<file path="config.mk">
export PLATFORM = sky130hd
export DESIGN_NAME = ndiv_counter
export DESIGN_NICKNAME = d
export VERILOG_FILES = /design/src/rtl/ndiv_pkg.sv /design/src/rtl/ndiv_digit.sv /design/src/rtl/ndiv_term.sv /design/src/rtl/ndiv_counter.sv
export SDC_FILE = /design/constraint.sdc
export NUM_CORES = 1
export LEC_CHECK = 0
export BUFFER_PORTS_ARGS = -buffer_cell sky130_fd_sc_hd__buf_4
export CORE_MARGIN = 3
export CORE_UTILIZATION = 44
export CTS_CLUSTER_DIAMETER = 100
export DETAILED_ROUTE_END_ITERATION = 16
export PLACE_DENSITY_LB_ADDON = 0.12
export REMOVE_ABC_BUFFERS = 1
export SYNTH_ARGS = -nofsm -noshare
export SYNTH_HDL_FRONTEND = slang
export SYNTH_SLANG_ARGS = --single-unit
</file>
<file path="constraint.sdc">
create_clock -name clk -period 1.65 [get_ports clk]
set_input_delay 0.33 -clock clk [delete_from_list [all_inputs] [get_ports clk]]
set_output_delay 0.33 -clock clk [all_outputs]
set_load 0.03 [all_outputs]
</file>
<file path="src/rtl/ndiv_pkg.sv">
package ndiv_pkg;
    localparam int NIB = 4;

    typedef logic [NIB-1:0] nib_t;

    typedef struct packed {
        nib_t val;
        logic borrow;
    } dec_res_t;

    typedef enum logic [1:0] {
        ST_RUN    = 2'd0,
        ST_RELOAD = 2'd1,
        ST_WRAP   = 2'd2
    } step_e;

    // Decrement one digit when a borrow arrives; wrap at zero per mode.
    function automatic dec_res_t nib_dec(nib_t cur, logic bcd, logic take);
        dec_res_t r;
        if (!take) begin
            r.val    = cur;
            r.borrow = 1'b0;
        end else if (cur == '0) begin
            r.val    = bcd ? nib_t'(9) : nib_t'(15);
            r.borrow = 1'b1;
        end else begin
            r.val    = cur - nib_t'(1);
            r.borrow = 1'b0;
        end
        return r;
    endfunction
endpackage

</file>
<file path="src/rtl/ndiv_digit.sv">
module ndiv_digit
    import ndiv_pkg::*;
(
    input  logic  clk,
    input  logic  rst,
    input  step_e step,
    input  logic  bcd,
    input  logic  borrow_in,
    input  nib_t  preset_nib,
    output nib_t  cur,
    output logic  borrow_out
);
    dec_res_t res;

    always_comb begin
        res        = nib_dec(cur, bcd, borrow_in);
        borrow_out = res.borrow;
    end

    always_ff @(posedge clk) begin
        if (rst) begin
            cur <= preset_nib;
        end else if (step == ST_RELOAD) begin
            cur <= preset_nib;
        end else begin
            cur <= res.val;
        end
    end
endmodule

</file>
<file path="src/rtl/ndiv_term.sv">
module ndiv_term #(
    parameter int PW = 8
) (
    input  logic [PW-1:0] count,
    output logic          at_one
);
    always_comb at_one = (count == PW'(1));
endmodule

</file>
<file path="src/rtl/ndiv_counter.sv">
module ndiv_counter
    import ndiv_pkg::*;
#(
    parameter int DIGITS = 2,
    localparam int PW = DIGITS * NIB
) (
    input  logic              clk,
    input  logic              rst,
    input  logic [PW-1:0]     preset,
    input  logic [DIGITS-1:0] bcd_mode,
    input  logic              cas_fb,
    output logic              zero_det,
    output logic              q
);
    logic [PW-1:0]   count;
    logic [DIGITS:0] borrow;
    logic            at_one;
    step_e           step;

    assign borrow[0] = 1'b1;

    genvar g;
    generate
        for (g = 0; g < DIGITS; g++) begin : g_dig
            ndiv_digit u_dig (
                .clk        (clk),
                .rst        (rst),
                .step       (step),
                .bcd        (bcd_mode[g]),
                .borrow_in  (borrow[g]),
                .preset_nib (preset[g*NIB +: NIB]),
                .cur        (count[g*NIB +: NIB]),
                .borrow_out (borrow[g+1])
            );
        end
    endgenerate

    ndiv_term #(.PW(PW)) u_term (
        .count  (count),
        .at_one (at_one)
    );

    always_comb begin
        if (!at_one) begin
            step = ST_RUN;
        end else if (cas_fb) begin
            step = ST_RELOAD;
        end else begin
            step = ST_WRAP;
        end
    end

    always_ff @(posedge clk) begin
        if (rst) begin
            zero_det <= 1'b0;
        end else begin
            zero_det <= at_one;
        end
    end

    assign q = count[PW-1];
endmodule

</file>
==> metrics.log, run 1 <==
[metrics] Global Route Usage Sum: 14.7%
[metrics] area used by multi-input combinational logic: 337 um2
[metrics] remaining design rule violation count: 0
[metrics] mux contribution to synthesized area: 5.59%
[metrics] Internal Dissipation: 467 uW
[metrics] layout overhead on the synthesized area: 33.5%
[metrics] simple logic cell fraction of the synthesized area: 19.4%
[metrics] register cell area after layout: 220 um2
[metrics] wire length per cell: 13.0 um
[metrics] xor and xnor area share after synthesis: 1.51%
[metrics] Cell Count Post-Placement: 90
[metrics] initial cell density of the core: 49.7%
[metrics] HPWL after DPL: 948 um
[metrics] ratio of final minimum period to clock period: 96.9%
[metrics] power share of the clock group: 26.3%
[metrics] arrival time reported for the critical path endpoint: 1680 ps
[metrics] Worst Setup Start Kind: flip-flop
[metrics] Tmin final: 1600 ps
[metrics] crit path setup slack, layout: 51.9 ps
[metrics] Row Count: 12
[metrics] total of flip-flops plus latches after synthesis: 9
[metrics] share of cells above drive strength 1: 37.3%
[metrics] pre-CTS worst setup slack: -8.58 ps
[metrics] final routed wirelength across all metal layers: 1260 um
[metrics] CTS H-Tree Depth: 1
[metrics] number of detailed-route iterations in the first pass: 4
[metrics] outcome: finished clean
[metrics] number of top-level pins: 15
[metrics] hold violation count in the final report: 0
[metrics] Synth top area share: 20.6%
[metrics] DIE AREA: 1790 um2
[metrics] aggregate global routing overflow: 0
[metrics] maximum fanout count along the critical path: 9
[metrics] first-pass GRT wire length: 1970 um
[metrics] worst vdd ir: 0.000474 V
[metrics] net switching share of the total power: 32.2%
[metrics] most common cell after layout, fill and taps aside: sky130_fd_sc_hd__buf_4
[metrics] critical path start-end classification: flip-flop to flip-flop
[metrics] largest family of logic cells by synthesized area: compound AO/OA/AOI/OAI gates
[metrics] Switching Power: 222 uW
[metrics] critical path capture point type: flip-flop
[metrics] routability congestion estimate from global placement: 0.679
[metrics] post-synthesis cell area: 582 um2
[metrics] class of the tightest hold or removal check: input port to flip-flop
[metrics] per-instance average area after synthesis: 9.70 um2
[metrics] Final Instance Count excl. Fillers: 97
[metrics] slew at the pin closest to its max-slew limit: 270 ps
[metrics] sequential group share of total power: 42.8%
[metrics] cell type with the highest aggregate area in the netlist: sky130_fd_sc_hd__edfxtp_1
[metrics] critical path required time: 1730 ps
[metrics] adder and majority gate portion of the synthesized area: 8.60%
[metrics] later-pin clock latency in the skew report: 270 ps
[metrics] vias in the first global route: 450
[metrics] max-slew violations: 0
[metrics] die height: 42.4 um
[metrics] Routed Antenna Nets: 0
[metrics] fillers: 102
[metrics] share of the synthesized area in compound gates (AO/OA/AOI/OAI): 20.6%
[metrics] CTS tree: yes
[metrics] via density per instance: 5.33
[metrics] portion of the post-synthesis area used by sequential elements: 37.8%
[metrics] count of final setup violators: 0
[metrics] Final Net Count: 101
[metrics] number of antenna violations at the first check in global routing: 0
[metrics] number of vias in the routed layout: 517
[metrics] clock transition time at the flip-flop clock pins of the worst setup and hold paths: 70 ps
[metrics] Cell Pwr Density: 887 nW/um2
[metrics] leakage component of the power: 0.000355 uW
[metrics] number of distinct library cells after synthesis: 29
[metrics] number of buffers added by the clock tree synthesis step: 3
[metrics] Clock Skews: 10.9 ps
[metrics] top cells by area in the synthesized netlist: sky130_fd_sc_hd__edfxtp_1 21%, sky130_fd_sc_hd__dfxtp_1 17%, sky130_fd_sc_hd__ha_1 8.6%
[metrics] maximum frequency from static timing analysis: 626 MHz
[metrics] clk root buf: sky130_fd_sc_hd__clkbuf_4
[metrics] commonest cells after routing, fill and taps aside: 20 x sky130_fd_sc_hd__buf_4, 7 x sky130_fd_sc_hd__inv_1, 6 x sky130_fd_sc_hd__nand2_1
[metrics] core region area: 1170 um2
[metrics] proportion of power drawn by combinational gates: 31.0%
[metrics] Syn. warnings: 0
[metrics] Iter 0 DRT Violations: 16
[metrics] RSZ-0062 raised after global routing: true
[metrics] number of buffers inserted by port buffering: 14
[metrics] # diodes: 0
[metrics] deepest clock path buffer count: 2
[metrics] Syn Inst Count: 60
[metrics] final core occ: 66.3%
[metrics] number of max-cap violations: 0
[metrics] maximum number of pins on one net before global-route repair: 14
[metrics] Clock Sink Count: 9
[metrics] die extent in x: 42.4 um
[metrics] headroom to the max-slew limit: 81.8%
## power groups by stage
stage / Clock, uW / Sequential (uW) / Combinational [uW]
floorplan: 0 / 300 / 127
global placement: 0 / 298 / 194
finish: 181 / 295 / 213
CTS: 179 / 295 / 200
detailed placement: 0 / 300 / 200
global route: 186 / 298 / 240
## area by class of cell
type                            instances  area share, %
Inverter                                7           3.38
Timing Repair Buffer                   20           19.3
Multi-Input combinational cell         43           43.3
Clock buffer                            4           3.38
Sequential cell                         9           28.3
Tap cell                               14           2.25
## per-layer routing
| metal | vias up | routed length, um | track usage, % |
|---|---|---|---|
| li1 | 266 | - | - |
| met1 | 229 | 586 | 18.8 |
| met2 | 20 | 574 | 22.2 |
| met3 | 2 | 88 | 5.58 |
| met4 | 0 | 8 | 5.59 |
| met5 | - | 0 | 0 |
## synthesized netlist by cell type
library cell               instances
sky130_fd_sc_hd__a21oi_1           2
sky130_fd_sc_hd__xnor2_1           1
sky130_fd_sc_hd__mux2_2            2
sky130_fd_sc_hd__dfxtp_1           5
sky130_fd_sc_hd__nor2_1            3
sky130_fd_sc_hd__o21bai_1          1
sky130_fd_sc_hd__o21ai_1           2
sky130_fd_sc_hd__a41o_4            1
sky130_fd_sc_hd__nand4_1           1
sky130_fd_sc_hd__inv_1             7
sky130_fd_sc_hd__o41ai_1           1
sky130_fd_sc_hd__a41oi_1           1
sky130_fd_sc_hd__nor4b_1           1
sky130_fd_sc_hd__a31oi_1           1
sky130_fd_sc_hd__o211ai_1          1
sky130_fd_sc_hd__nand2_1           8
sky130_fd_sc_hd__and3_1            1
sky130_fd_sc_hd__mux2i_1           1
sky130_fd_sc_hd__nor2_2            1
sky130_fd_sc_hd__a311oi_1          1
sky130_fd_sc_hd__nor2b_1           1
sky130_fd_sc_hd__nor3b_4           1
sky130_fd_sc_hd__o31ai_1           3
sky130_fd_sc_hd__edfxtp_1          4
sky130_fd_sc_hd__nor3_1            2
sky130_fd_sc_hd__a22o_1            1
sky130_fd_sc_hd__and4_1            1
sky130_fd_sc_hd__buf_6             1
sky130_fd_sc_hd__ha_1              4
## final timing paths
| path | startpoint | endpoint | slack (ps) | cells after the start |
|---|---|---|---|---|
| hold reg to reg | g_dig[0].u_dig.cur[0] | g_dig[0].u_dig.cur[0] | 530 | 1 |
| hold / removal | preset[3] | g_dig[0].u_dig.cur[3] | 250 | 3 |
| setup / recovery | g_dig[1].u_dig.cur[0] | g_dig[1].u_dig.cur[1] | 50 | 5 |
| setup reg to reg | g_dig[1].u_dig.cur[0] | g_dig[1].u_dig.cur[1] | 50 | 5 |
## through the flow
stage / cell area (um2) / hold WS [ps] / setup TNS [ps] / total power, uW
3_3_place_gp: 716 / 494 / 0 / 492
3_5_place_dp: 716 / 523 / -8.58 / 500
6_report: 777 / 251 / 0 / 689
2_1_floorplan: 571 / 438 / 0 / 427
5_1_grt: 777 / 265 / -133 / 723
4_1_cts: 742 / 253 / 0 / 674
## worst max-delay path: stages (launching register included)
cell and delay (ps):
sky130_fd_sc_hd__edfxtp_1 350, sky130_fd_sc_hd__inv_1 60, sky130_fd_sc_hd__ha_1 200, sky130_fd_sc_hd__nor3b_4 170, sky130_fd_sc_hd__a41o_4 310, sky130_fd_sc_hd__o41ai_2 330
## state kept, by name, summed over array words and instances (netlist names)
register	count
g_dig.u_dig.cur	8
zero_det	1
## what timing repair did
action / in CTS / in global routing
setup endpoints to repair: 2 / 9
pin swaps: 1 / 1
gates resized for setup: 0 / 3
hold buffers: 0 / 0
buffers inserted: 0 / 3
## cell families (layout without fill, tap and decap cells)
group	after synthesis	in the layout
and+or+nand+nor	20	20
muxes	3	3
DFF	9	9
buffers and inverters	8	31
AOI/OAI and AO/OA	15	15
adders and majority gates	4	4
xor gates and xnor gates	1	1
Note: power is estimated with default switching activity, not from simulation.
==> inputs of run 2 (changes only) <==
--- a/config.mk
+++ b/config.mk
@@ -5,9 +5,10 @@
 export SDC_FILE = /design/constraint.sdc
 export NUM_CORES = 1
 export LEC_CHECK = 0
+export ABC_AREA = 1
 export BUFFER_PORTS_ARGS = -buffer_cell sky130_fd_sc_hd__buf_4
 export CORE_MARGIN = 3
-export CORE_UTILIZATION = 44
+export CORE_UTILIZATION = 45
 export CTS_CLUSTER_DIAMETER = 100
 export DETAILED_ROUTE_END_ITERATION = 16
 export PLACE_DENSITY_LB_ADDON = 0.12
==> metrics.log, run 2 <==
[metrics] most flop-heavy register: g_dig.u_dig.cur (unchanged)
[metrics] CTS tree: yes (unchanged)
[metrics] most instantiated library cell after synthesis: sky130_fd_sc_hd__nand2_1 (unchanged)
[metrics] via density per instance: 4.64 (was 5.33)
[metrics] count of cells along the worst hold path: 2 (was 3)
[metrics] hold buffer count at cts: 0 (unchanged)
[metrics] number of antenna violations at the first check in global routing: 0 (unchanged)
[metrics] capture point of the worst reg-to-reg path: g_dig[1].u_dig.cur[2] (was g_dig[1].u_dig.cur[1])
[metrics] aggregate global routing overflow: 0 (unchanged)
[metrics] Syn. warnings: 0 (unchanged)
[metrics] largest registers: g_dig.u_dig.cur x8, zero_det x1 (unchanged)
[metrics] maximum frequency from static timing analysis: 640 MHz (was 626 MHz)
[metrics] headroom to the max-slew limit: 85.5% (was 81.8%)
[metrics] Final Net Count: 122 (was 101)
[metrics] critical path required time: 1660 ps (was 1730 ps)
[metrics] HPWL after DPL: 984 um (was 948 um)
[metrics] worst hold slack: 240 ps (was 251 ps)
[metrics] maximum number of pins on one net before global-route repair: 7 (was 14)
[metrics] Post-synth ARST share: 0% (unchanged)
[metrics] number of buffers added by the clock tree synthesis step: 3 (unchanged)
[metrics] class of the tightest hold or removal check: input port to flip-flop (unchanged)
[metrics] top cell family by delay on the critical path: simple AND/OR/NAND/NOR gates (was compound AO/OA/AOI/OAI gates)
[metrics] cell type with the highest aggregate area in the netlist: sky130_fd_sc_hd__edfxtp_1 (unchanged)
[metrics] synth cell count leaders: 24 x sky130_fd_sc_hd__nand2_1, 16 x sky130_fd_sc_hd__inv_1, 8 x sky130_fd_sc_hd__nand3_1 (was 8 x sky130_fd_sc_hd__nand2_1, 7 x sky130_fd_sc_hd__inv_1, 5 x sky130_fd_sc_hd__dfxtp_1)
[metrics] worst vdd ir: 0.000539 V (was 0.000474 V)
[metrics] layout overhead on the synthesized area: 29.7% (was 33.5%)
[metrics] commonest cells after routing, fill and taps aside: 23 x sky130_fd_sc_hd__nand2_1, 16 x sky130_fd_sc_hd__inv_1, 16 x sky130_fd_sc_hd__buf_4 (was 20 x sky130_fd_sc_hd__buf_4, 7 x sky130_fd_sc_hd__inv_1, 6 x sky130_fd_sc_hd__nand2_1)
[metrics] leakage component of the power: 0.000430 uW (was 0.000355 uW)
[metrics] Clock Sink Count: 9 (unchanged)
[metrics] maximum fanout count along the critical path: 6 (was 9)
[metrics] hold violation count in the final report: 0 (unchanged)
[metrics] cell at the slowest stage of the critical path: sky130_fd_sc_hd__edfxtp_1 (unchanged)
[metrics] wire length per cell: 10.2 um (was 13.0 um)
[metrics] clk root buf: sky130_fd_sc_hd__clkbuf_4 (unchanged)
[metrics] CTS H-Tree Depth: 1 (unchanged)
[metrics] final routed wirelength across all metal layers: 1210 um (was 1260 um)
[metrics] Tmin final: 1560 ps (was 1600 ps)
[metrics] slew at the pin closest to its max-slew limit: 217 ps (was 270 ps)
[metrics] chain of cells forming the critical path: inv_1, ha_4, nand2_2, nor2_4, nand3_4, nand2_4, buf_4, o21ai_0 (was inv_1, ha_1, nor3b_4, a41o_4, o41ai_2)
[metrics] core region area: 1190 um2 (was 1170 um2)
[metrics] most used flip-flop cell after synthesis: sky130_fd_sc_hd__dfxtp_1 (unchanged)
[metrics] max-slew violations: 0 (unchanged)
[metrics] clock transition time at the flip-flop clock pins of the worst setup and hold paths: 70 ps (about the same)
[metrics] Syn Inst Count: 84 (was 60)
[metrics] RSZ-0062 raised after global routing: false (was true)
[metrics] number of distinct library cells after synthesis: 20 (was 29)
[metrics] later-pin clock latency in the skew report: 270 ps (about the same)
[metrics] Clock Skews: 4.90 ps (was 10.9 ps)
[metrics] ratio of final minimum period to clock period: 94.7% (was 96.9%)
[metrics] DIE AREA: 1830 um2 (was 1790 um2)
[metrics] Row Count: 12 (unchanged)
[metrics] TNS Setup: 0 ps (unchanged)
[metrics] number of buffers inserted by port buffering: 14 (unchanged)
[metrics] reg2reg start: g_dig[1].u_dig.cur[0] (unchanged)
[metrics] post-synthesis cell area: 607 um2 (was 582 um2)
[metrics] Routed Antenna Nets: 0 (unchanged)
[metrics] die height: 42.7 um (was 42.4 um)
[metrics] fillers: 113 (was 102)
[metrics] routability congestion estimate from global placement: 0.835 (was 0.679)
[metrics] arrival time reported for the critical path endpoint: 1570 ps (was 1680 ps)
[metrics] first-pass GRT wire length: 1850 um (was 1970 um)
[metrics] count of final setup violators: 0 (unchanged)
[metrics] most common cell after layout, fill and taps aside: sky130_fd_sc_hd__nand2_1 (was sky130_fd_sc_hd__buf_4)
[metrics] share of cells above drive strength 1: 26.9% (was 37.3%)
[metrics] top cells by area in the synthesized netlist: sky130_fd_sc_hd__edfxtp_1 20%, sky130_fd_sc_hd__dfxtp_1 16%, sky130_fd_sc_hd__nand2_1 15% (was sky130_fd_sc_hd__edfxtp_1 21%, sky130_fd_sc_hd__dfxtp_1 17%, sky130_fd_sc_hd__ha_1 8.6%)
[metrics] R2R setup slack: 90 ps (was 50 ps)
[metrics] deepest clock path buffer count: 2 (unchanged)
[metrics] critical path capture point type: flip-flop (unchanged)
[metrics] vias in the first global route: 453 (was 450)
[metrics] number of max-cap violations: 0 (unchanged)
[metrics] FF-to-FF path depth: 8 (was 5)
[metrics] # diodes: 0 (unchanged)
[metrics] remaining design rule violation count: 0 (unchanged)
[metrics] total of flip-flops plus latches after synthesis: 9 (unchanged)
[metrics] flip-flop count of the largest register, all copies and words added: 8 (unchanged)
[metrics] Worst Setup Start Kind: flip-flop (unchanged)
[metrics] Global Route Usage Sum: 14.1% (was 14.7%)
[metrics] critical path start-end classification: flip-flop to flip-flop (unchanged)
[metrics] Worst Hold Endpoint: zero_det (was g_dig[0].u_dig.cur[3])
[metrics] total buffers and inverters traversed by the critical path: 2 (was 1)
[metrics] hold wc startpoint: rst (was preset[3])
[metrics] Cell Pwr Density: 794 nW/um2 (was 887 nW/um2)
[metrics] die extent in x: 42.7 um (was 42.4 um)
[metrics] outcome: finished clean (unchanged)
[metrics] worst stage delay on the critical path: 370 ps (was 350 ps)
[metrics] number of detailed-route iterations in the first pass: 4 (unchanged)
[metrics] setup fix buffers added after clock tree synthesis: 0 (unchanged)
[metrics] Synth top area share: 19.8% (was 20.6%)
[metrics] EDFF count, synth: 4 (unchanged)
[metrics] initial cell density of the core: 51.2% (was 49.7%)
[metrics] portion of the post-synthesis area used by sequential elements: 36.3% (was 37.8%)
[metrics] per-instance average area after synthesis: 7.22 um2 (was 9.70 um2)
[metrics] number of vias in the routed layout: 548 (was 517)
[metrics] number of top-level pins: 15 (unchanged)
[metrics] Iter 0 DRT Violations: 13 (was 16)
-- run 2: routing by layer --
| metal | vias up | routed length (um) | track usage, % |
|---|---|---|---|
| met1 | 230 | 605 | 18.0 |
| met5 | - | 0 | 0 |
| li1 | 305 | - | - |
| met4 | 0 | 0 | 1.86 |
| met2 | 13 | 517 | 20.4 |
| met3 | 0 | 83 | 9.32 |
-- run 2: kinds of logic (layout without fill, tap and decap cells) --
group           Yosys count  after routing  synth area share [%]
buf+inv                  18             38                  11.1
compound gates            6              6                  4.95
simple gates             45             45                  36.5
xor+xnor                  2              2                  2.89
flops                     9              9                  36.3
fa+ha+maj                 4              4                  8.25
-- run 2: power breakdown --
group | leakage [uW] | switching [uW] | total (uW) | internal (uW)
Sequential | 0.0000827 | 16.5 | 275 | 259
Clock | 0.0000177 | 85.3 | 175 | 89.7
Combinational | 0.000330 | 96.6 | 174 | 77.8
-- run 2: worst register-to-register path, cell delays in order (launching register included) --
cell	delay [ps]
sky130_fd_sc_hd__edfxtp_1	370
sky130_fd_sc_hd__inv_1	140
sky130_fd_sc_hd__ha_4	170
sky130_fd_sc_hd__nand2_2	70
sky130_fd_sc_hd__nor2_4	140
sky130_fd_sc_hd__nand3_4	130
sky130_fd_sc_hd__nand2_4	100
sky130_fd_sc_hd__buf_4	130
sky130_fd_sc_hd__o21ai_0	70
-- run 2: metrics by stage --
stage / instance area (um2) / total power [uW] / utilization [%] / std cells / worst slack, ps
2_1_floorplan: 607 / 391 / - / 84 / 131
3_3_place_gp: 744 / 447 / 62.8 / 114 / 89.4
3_5_place_dp: 744 / 447 / 62.8 / 114 / 36.7
4_1_cts: 772 / 625 / 65.1 / 118 / 22.4
5_1_grt: 787 / 667 / 66.4 / 118 / 11.9
6_report: 787 / 625 / 66.4 / 118 / 88.0
-- run 2: cell type report --
cell class	count	area [um2]	share of cell area (%)
clock buffers	3	22.5	2.86
repair buffers	16	120	15.3
well taps	14	17.5	2.23
inverters	18	67.6	8.59
flip-flops and latches	9	220	28.0
clock inverters	1	5.00	0.636
multi-input cells	57	334	42.4
-- run 2: worst max-delay path by stage --
stage,startpoint,to,cells after the start
finish,g_dig[1].u_dig.cur[0],g_dig[1].u_dig.cur[2],8
global route,g_dig[1].u_dig.cur[0],g_dig[1].u_dig.cur[2],8
CTS,g_dig[1].u_dig.cur[0],g_dig[1].u_dig.cur[1],8
detailed placement,g_dig[1].u_dig.cur[0],g_dig[1].u_dig.cur[1],8
global placement,g_dig[1].u_dig.cur[0],g_dig[1].u_dig.cur[3],8
floorplan,g_dig[1].u_dig.cur[0],g_dig[1].u_dig.cur[0],8
-- run 2: what timing repair did --
item / 4_1_cts / 5_1_grt
setup endpoints to repair: 0 / 6
endpoints found under the hold margin: 0 / 0
gates resized for setup: 0 / 3
